## src/rtl/vga_text_renderer.sv

```systemverilog
module vga_text_renderer #(
  parameter int H_VIS     = 80,
  parameter int H_FP      = 2,
  parameter int H_SYNC    = 12,
  parameter int H_BP      = 6,
  parameter int SHIFT     = 2,
  parameter int V_VIS     = 480,
  parameter int V_FP      = 10,
  parameter int V_SYNC    = 2,
  parameter int V_BP      = 33,
  parameter int BLINK_BIT = 5
) (
  input  logic        clk,
  input  logic        rst_n,
  input  logic [1:0]  ul_sel,
  output logic [13:0] ram_addr,
  input  logic [7:0]  ram_data,
  output logic [16:0] rom_addr,
  input  logic [7:0]  rom_data,
  output logic        hsync_n,
  output logic        vsync_n,
  output logic [5:0]  pix_out
);

  localparam int H_TOTAL = (H_VIS + H_FP + H_SYNC + H_BP) * 16;
  localparam int V_TOTAL = V_VIS + V_FP + V_SYNC + V_BP;
  localparam int HS_BEG  = SHIFT + H_VIS + H_FP;
  localparam int HS_END  = HS_BEG + H_SYNC;
  localparam int VS_BEG  = V_VIS + V_FP;
  localparam int VS_END  = VS_BEG + V_SYNC;

  logic [10:0]        hcnt;
  logic [9:0]         vcnt;
  logic [BLINK_BIT:0] fcnt;

  wire [3:0] phase    = hcnt[3:0];
  wire [6:0] hcol     = hcnt[10:4];
  wire [3:0] scan     = vcnt[3:0];
  wire [4:0] trow     = vcnt[8:4];
  wire       line_end = (hcnt == 11'(H_TOTAL - 1));
  wire       last_ln  = (vcnt == 10'(V_TOTAL - 1));

  always_ff @(posedge clk) begin
    if (!rst_n) begin
      hcnt <= '0;
      vcnt <= '0;
      fcnt <= '0;
    end else if (line_end) begin
      hcnt <= '0;
      if (last_ln) begin
        vcnt <= '0;
        fcnt <= fcnt + 1'b1;
      end else begin
        vcnt <= vcnt + 10'd1;
      end
    end else begin
      hcnt <= hcnt + 11'd1;
    end
  end

  logic [1:0] page;
  always_comb begin
    if (phase < 4'd4)      page = 2'd0;
    else if (phase < 4'd8) page = 2'd1;
    else                   page = 2'd2;
  end
  assign ram_addr = {page, trow, hcol};

  logic [7:0] code_r, attr_r, colr_r;
  logic [7:0] pend_glyph, pend_attr, pend_col;
  logic [7:0] disp_glyph, disp_attr, disp_col;

  always_ff @(posedge clk) begin
    if (!rst_n) begin
      code_r     <= '0;
      attr_r     <= '0;
      colr_r     <= '0;
      pend_glyph <= '0;
      pend_attr  <= '0;
      pend_col   <= '0;
      disp_glyph <= '0;
      disp_attr  <= '0;
      disp_col   <= '0;
    end else begin
      case (phase)
        4'd3:  code_r <= ram_data;
        4'd7:  attr_r <= ram_data;
        4'd11: colr_r <= ram_data;
        4'd15: begin
          pend_glyph <= rom_data;
          pend_attr  <= attr_r;
          pend_col   <= colr_r;
          disp_glyph <= pend_glyph;
          disp_attr  <= pend_attr;
          disp_col   <= pend_col;
        end
        default: ;
      endcase
    end
  end

  assign rom_addr = {attr_r[7:3], code_r, scan};

  wire       hvis    = (hcol >= 7'(SHIFT)) && (hcol < 7'(SHIFT + H_VIS));
  wire       vvis    = (vcnt < 10'(V_VIS));
  wire       blink   = fcnt[BLINK_BIT];
  wire       gbit    = disp_glyph[3'd7 - hcnt[3:1]];
  wire [3:0] ul_row  = 4'd15 - {2'b00, ul_sel};
  wire       fg_on   = (gbit | (disp_attr[2] & (scan == ul_row))) & ~(blink & disp_attr[0]);
  wire [3:0] bg_idx  = (blink & disp_attr[1]) ? 4'd0 : disp_col[3:0];
  wire [3:0] idx     = fg_on ? disp_col[7:4] : bg_idx;
  wire [5:0] rgb     = (idx == 4'd6) ? 6'b010_100 : {{3{idx[3]}}, idx[2:0]};

  assign pix_out = (hvis && vvis) ? rgb : 6'd0;
  assign hsync_n = !((hcol >= 7'(HS_BEG)) && (hcol < 7'(HS_END)));
  assign vsync_n = !((vcnt >= 10'(VS_BEG)) && (vcnt < 10'(VS_END)));

  AST_HCNT_RANGE: assert property (@(posedge clk) disable iff (!rst_n)
    hcnt < 11'(H_TOTAL));
  AST_LINE_ADV: assert property (@(posedge clk) disable iff (!rst_n)
    line_end |=> (hcnt == 11'd0) && ((vcnt == 10'd0) || (vcnt == $past(vcnt) + 10'd1)));
  AST_HSYNC_DARK: assert property (@(posedge clk) disable iff (!rst_n)
    !hsync_n |-> (pix_out == 6'd0));
  AST_VSYNC_DARK: assert property (@(posedge clk) disable iff (!rst_n)
    !vsync_n |-> (pix_out == 6'd0));
  AST_ROM_HOLD: assert property (@(posedge clk) disable iff (!rst_n)
    (phase > 4'd8) |-> $stable(rom_addr));

endmodule

```

## config.mk

```make
export PLATFORM = sky130hd
export DESIGN_NAME = vga_text_renderer
export DESIGN_NICKNAME = d
export VERILOG_FILES = /design/src/rtl/vga_text_renderer.sv
export SDC_FILE = /design/constraint.sdc
export NUM_CORES = 1
export LEC_CHECK = 0
export ABC_CLOCK_PERIOD_IN_PS = 1800
export BUFFER_PORTS_ARGS = -buffer_cell sky130_fd_sc_hd__buf_2
export CAP_MARGIN = 0
export CORE_ASPECT_RATIO = 0.6
export CORE_MARGIN = 1
export CORE_UTILIZATION = 53
export CTS_BUF_LIST = sky130_fd_sc_hd__clkbuf_8
export DETAILED_ROUTE_END_ITERATION = 16
export PLACE_DENSITY = 0.82
export SYNTH_ARGS = -nofsm -noshare
export SYNTH_HDL_FRONTEND = slang
export SYNTH_SLANG_ARGS = --single-unit
```

## constraint.sdc

```tcl
create_clock -name clk -period 1.8 [get_ports clk]
set_input_delay 0.27 -clock clk [delete_from_list [all_inputs] [get_ports clk]]
set_output_delay 0.27 -clock clk [all_outputs]
set_load 0.01 [all_outputs]
```

==> flow_summary.toml, run 1 <==
[outcome]
status = "complete, but fails checks"
violations = "setup timing"

[route]
vias = 3420
routedWlPerCell_um = 15.10
routed_wl_um = 9666
avgViaCountPerCell = 5.344
drc = 0
drtAntennaViolNets = 0
drt-initial-drc-count = 360
drt-pass1-iter-count = 5

[clocking]
clock_sinks = 89
clockBufferDepth = 2
clock-root-buffer = "clkbuf_8"
cts_tree = "built"
cts_made_buffers = 9
htreeDepth = 3
path_clk_slew_ps = 80
clk_latency_ps = 360
hold_buffers = 0

[worst_setup_path]
endpoint_kind = "output port"
worstSetupPathType = "flop to output port"
startpoint_type = "flop"
cp.required_ps = 1530
crit_arrival_ps = 1930
r2r-start = "hcnt[1]"
startpoint = "hcnt[1]"
crit_path_max_fanout = 5

[yosys]
syn_nets = 495
syn_area_per_cell_um2 = 8.538
synth_top_family_by_area = "simple AND/OR/NAND/NOR gates"
synth-simple-area-share = 0.2386
yosys.area.top_type = "dfxtp_1"
synthFlopType = "dfxtp_1"
synth_edf_count = 0
synth_compound_area_frac = 0.1266
synth_xor_area_frac = 0.05227
synth_seq_cells = 89
synthAdderAreaFrac = 0.01245
ys_seq_area_frac = 0.4431
synthTopCellsByArea = "dfxtp_1 (44%), nand2_1 (10%), a21boi_0 (8.8%)"
synth_top_area_frac = 0.4431
yosysWarnings = 0
muxShareOfSynthArea = 0.05009
synth_cell_types = 41
syn_area_mm2 = 0.004021
netlist_instances = 471
async_flop_share = 0

[floorplanning]
die-height_um = 69.47
initial_core_util = 0.5511
io_pins = 59
coreArea_mm2 = 0.007297
die_x_um = 114.5
dieArea_mm2 = 0.007951
std_cell_rows = 24

[timing]
slew_headroom = 0.6038
post-route-period-util = 1.224
worst_slack_ps = -403.6
hold_viol_final = 0
rsz0062_at_grt = "true"
finalCriticalPeriod_ps = 2204
fmax_ghz = 0.4538
tightest_slew_ps = 594.3
finClkSkew_ps = 9.354
setup_viol = 32
drv_slew = 0

[pwr]
pwr-share-clk = 0.370
p_sw_frac = 0.2209
pwr-share-comb = 0.053
net-switching-power_w = 0.0007630
power_w = 0.003454
leakage_nw = 2.048
powerDensity_mw_per_mm2 = 696.8
ir_worst_vdd_mv = 0.4227
seqPwrFrac = 0.577
p_int_w = 0.002691

[layout]
multiInputGateArea_mm2 = 0.002143
fin_nets = 556
diodes = 0
syn2layout_area_growth_pct = 23.27
ff_latch_area_mm2 = 0.001793
drive_gt1_frac = 0.2799
n_fill_cell = 537

[place]
place_congestion = 0.8991
hpwl_um = 6313
numPortBuffers = 58
place_ws_ps = -99.87

[min_path]
min_from = "rom_data[3]"
hp-class = "primary input to flop"

[global_route]
grt_max_degree = 43
grt_pass1_wl_um = 15030
grt_use_total = 0.2454
grt_pass1_vias = 3002
grt.overflow.total = 0
antenna_found_initial = 0

[flow_run]
max_cap_violations = 0
-- synthesized netlist by cell type (2+ instances only) --
master	count
nor2b_1	17
nor3b_1	2
inv_1	8
and3_1	6
xnor2_1	13
nor4_1	3
o21a_1	2
and2_1	8
xor2_1	11
nor2_1	21
o21ai_0	5
or4_1	2
nand2_1	112
a21oi_1	5
nor3_1	12
o2111ai_1	4
clkbuf_1	24
buf_4	22
ha_1	4
buf_1	2
nand4_1	9
a21boi_0	47
nand3b_1	3
nand3_1	5
a31oi_1	2
mux2i_1	19
dfxtp_1	89
-- kinds of logic after synthesis --
| kind of cell | count (synthesis) |
|---|---|
| and+or+nand+nor | 206 |
| buffers and inverters | 58 |
| DFF | 89 |
| xor gates and xnor gates | 24 |
| muxes | 20 |
| AOI/OAI and AO/OA | 70 |
| adders and majority gates | 4 |
-- path summary, 6_finish.rpt --
| kind | endpoint | slack [ps] | depth (start not counted) |
|---|---|---|---|
| worst max-delay path | pix_out[4] | -400 | 7 |
| worst min-delay path | pend_glyph[3] | 150 | 3 |
| worst max register to register | vcnt[9] | -290 | 9 |
| worst min register to register | pend_col[5] | 460 | 2 |
-- critical path, cell delays in order (launching register included) --
cell and delay [ps]:
dfxtp_4 370, buf_6 130, mux2i_1 130, a2bb2oi_2 260, a31oi_4 150, nor3_1 250, o21a_1 160, buf_2 130
-- layer usage --
layer	vias to the layer above	part of all wire	wire (µm)	global-route usage
li1	1670	-	-	-
met1	1603	0.46	4469	0.3617
met2	139	0.45	4330	0.3522
met3	8	0.083	800	0.05857
met4	0	0.0068	66	0.07648
met5	-	0	0	0
-- power by group through the flow --
stage | registers [W] | logic, W | clock network (W)
final | 0.00199 | 0.000183 | 0.00128
after global routing | 0.00200 | 0.000195 | 0.00138
after CTS | 0.00199 | 0.000172 | 0.00130
after detailed placement | 0.00204 | 0.000156 | 0
after global placement | 0.00204 | 0.000155 | 0
after floorplan | 0.00204 | 0.0000962 | 0
-- placed cells by master, fill, tap and decap left out, types with 3 or more instances in the layout --
cell / Yosys / routed
a21boi_0: 47 / 46
a21oi_1: 5 / 3
and2_1: 8 / 8
and3_1: 6 / 4
and3_4: 0 / 3
buf_2: 1 / 58
buf_4: 22 / 32
buf_6: 1 / 5
clkbuf_8: 0 / 9
clkinv_2: 0 / 3
dfxtp_1: 89 / 82
dfxtp_2: 0 / 6
ha_1: 4 / 3
inv_1: 8 / 10
mux2i_1: 19 / 18
nand2_1: 112 / 109
nand3_1: 5 / 5
nand3b_1: 3 / 3
nand4_1: 9 / 9
nor2_1: 21 / 15
nor2_2: 0 / 5
nor2b_1: 17 / 17
nor3_1: 12 / 8
nor3_4: 0 / 4
o2111ai_1: 4 / 4
o21ai_0: 5 / 3
xnor2_1: 13 / 13
xor2_1: 11 / 11
-- per-stage QoR --
stage / setup TNS, ps / cell area (µm²) / hold WS, ps / utilization / std cells
after floorplan: -742.0 / 4106 / 414.9 / - / 471
after global placement: -137.2 / 4489 / 440.6 / 0.6152 / 616
after detailed placement: -822.6 / 4489 / 447.1 / 0.6152 / 616
after CTS: -3643 / 4882 / 137.0 / 0.6691 / 638
after global routing: -8123 / 4957 / 141.7 / 0.6794 / 640
final: -6173 / 4957 / 152.3 / 0.6794 / 640
-- flip-flops by register name, indices dropped and copies added (netlist names) --
signal	cells
pend_attr	3
pend_glyph	8
colr_r	8
vcnt	10
disp_col	8
code_r	8
pend_col	8
attr_r	8
fcnt	6
hcnt	11
disp_glyph	8
disp_attr	3
-- cell type report --
cell class                      count  area share
Clock buffer                        9     0.02499
Clock inverter                      6     0.01060
Inverter                            8    0.006058
Multi-Input combinational cell    324      0.4324
Sequential cell                    89      0.3617
Tap cell                          104     0.02625
Timing Repair Buffer              100      0.1381
-- repair_timing --
action	4_1_cts	5_1_grt
setup buffers	6	1
pin swaps	12	13
endpoints found under the setup margin	20	32
gates resized for setup	36	17
gates cloned	1	1
Power figures use the tool's default switching activity.
==> run 2: changes to the inputs <==
Settings changed: MAX_ROUTING_LAYER from default to met4.
==> flow_summary.toml, run 2 (synthesis results as in run 1) <==
[timing]
drv_slew = 0
hold_slack_ps = 150.8
post-route-period-util = 1.201
hold_viol_final = 0
rsz0062_at_grt = "true"
setup_viol = 23
slew_headroom = 0.5893
tightest_slew_ps = 616.1
finClkSkew_ps = 4.567
fmax_ghz = 0.4627
finalCriticalPeriod_ps = 2161
worst_slack_ps = -361.3

[clocking]
clockBufferDepth = 2
path_clk_slew_ps = 90
hold_buffers = 0
clock_sinks = 89
cts_tree = "built"
cts_made_buffers = 9
clock-root-buffer = "clkbuf_8"
clk_latency_ps = 360
htreeDepth = 3

[floorplanning]
coreArea_mm2 = 0.007297
die-height_um = 69.47
initial_core_util = 0.5511
std_cell_rows = 24
io_pins = 59
die_x_um = 114.5
dieArea_mm2 = 0.007951

[global_route]
gr-max-usage-layer = "met2"
grt_max_degree = 43
grt.overflow.total = 0
grt_pass1_wl_um = 15950
antenna_found_initial = 0
use_met2 = 0.3865
grt_use_total = 0.2685
grt_pass1_vias = 3223
gr-usage-met3 = 0.06643
met1_usage = 0.3635

[layout]
top_register = "hcnt"
top_regs = "hcnt (11), vcnt (10)"
diodes = 0
largest_reg_flops = 11
mostFrequentLayoutCells = "nand2_1 (110), dfxtp_1 (80), buf_2 (58)"
fin_nets = 555
stdcell_area_mm2 = 0.005021
layout_commonest_cell = "nand2_1"
drive_gt1_frac = 0.2817
syn2layout_area_growth_pct = 24.86

[worst_setup_path]
crit_arrival_ps = 1890
crit_path_max_incr_delay_ps = 370
worstSetupPathType = "flop to output port"
endpoint_kind = "output port"
crit_path_max_fanout = 5
cp_slowest_cell = "dfxtp_4"
cp.required_ps = 1530
crit_path_cell_trace = "buf_6 > mux2i_2 > nand3b_1 > a31o_4 > a21oi_2 > o21a_1 > buf_2"
startpoint_type = "flop"

[outcome]
violations = "setup timing"
status = "complete, but fails checks"

[flow_run]
max_cap_violations = 0

[place]
post_dp_cell_area_mm2 = 0.004502
place_congestion = 0.9045
numPortBuffers = 58
hpwl_um = 6648
place_ws_ps = -124.5

[route]
avgViaCountPerCell = 5.511
drt-pass1-iter-count = 4
vias = 3527
drc = 0
drtAntennaViolNets = 0
routed_wl_um = 10480
routedWlPerCell_um = 16.38
drt-initial-drc-count = 276

[pwr]
powerDensity_mw_per_mm2 = 761.6
ir_worst_vdd_mv = 0.4703
leakage_nw = 2.070

[min_path]
hp-class = "primary input to flop"
## run 2: cell types whose count changed in the layout (fill, tap and decap cells not counted), moves of 2 or more
cell       delta
nor2_1        +5
nor2_2        -5
buf_12        +2
buf_4         -2
buf_8         -2
bufinv_16     +2
clkinv_2      -2
dfxtp_1       -2
dfxtp_2       +2
## run 2: layout make-up
class / instances / area [µm²]
tap: 104 / 130.1
multi-input combinational: 324 / 2133
fill: 537 / 2276
timing repair buffer: 99 / 688.2
sequential: 89 / 1795
inverter: 8 / 30.03
clock buffer: 10 / 137.6
clock inverter: 6 / 106.4
## run 2: repair_timing
action,CTS,global route
resized for setup,34,15
setup endpoints to repair,22,32
setup buffers,5,1
pin swaps,9,13
gates cloned,0,2
## run 2: worst max-delay path, delay by kind of cell (launching register included)
family | cells | cell delay (ps)
buf+inv | 2 | 240
mux | 1 | 210
simple gates | 1 | 180
compound gates | 3 | 540
flops | 1 | 370
## run 2: routing by layer
layer | share of wire | wire length, µm
met5 | 0 | 0
met4 | 0.021 | 221
met3 | 0.072 | 754
met2 | 0.45 | 4738
met1 | 0.45 | 4770
## run 2: power by group
group / total (W) / internal [W] / switching (W)
logic: 0.000181 / 0.0000916 / 0.0000894
registers: 0.00199 / 0.00198 / 0.0000122
clock network: 0.00165 / 0.000953 / 0.000698
## run 2: final timing paths
| kind | slack, ps | to | from | depth (start not counted) |
|---|---|---|---|---|
| worst max-delay path | -360 | pix_out[4] | hcnt[1] | 7 |
| worst min-delay path | 150 | pend_glyph[2] | rom_data[2] | 3 |
| worst max register to register | -290 | fcnt[4] | hcnt[1] | 8 |
| worst min register to register | 470 | disp_glyph[7] | pend_glyph[7] | 2 |
## run 2: stage by stage
step	setup TNS (ps)	cells	utilization	power, W
2_1_floorplan	-742.0	471	-	0.002134
3_3_place_gp	-121.8	616	0.6169	0.002193
3_5_place_dp	-1311	616	0.6169	0.002197
4_1_cts	-2817	637	0.6739	0.003827
5_1_grt	-6347	640	0.6881	0.003941
6_report	-4959	640	0.6881	0.003824
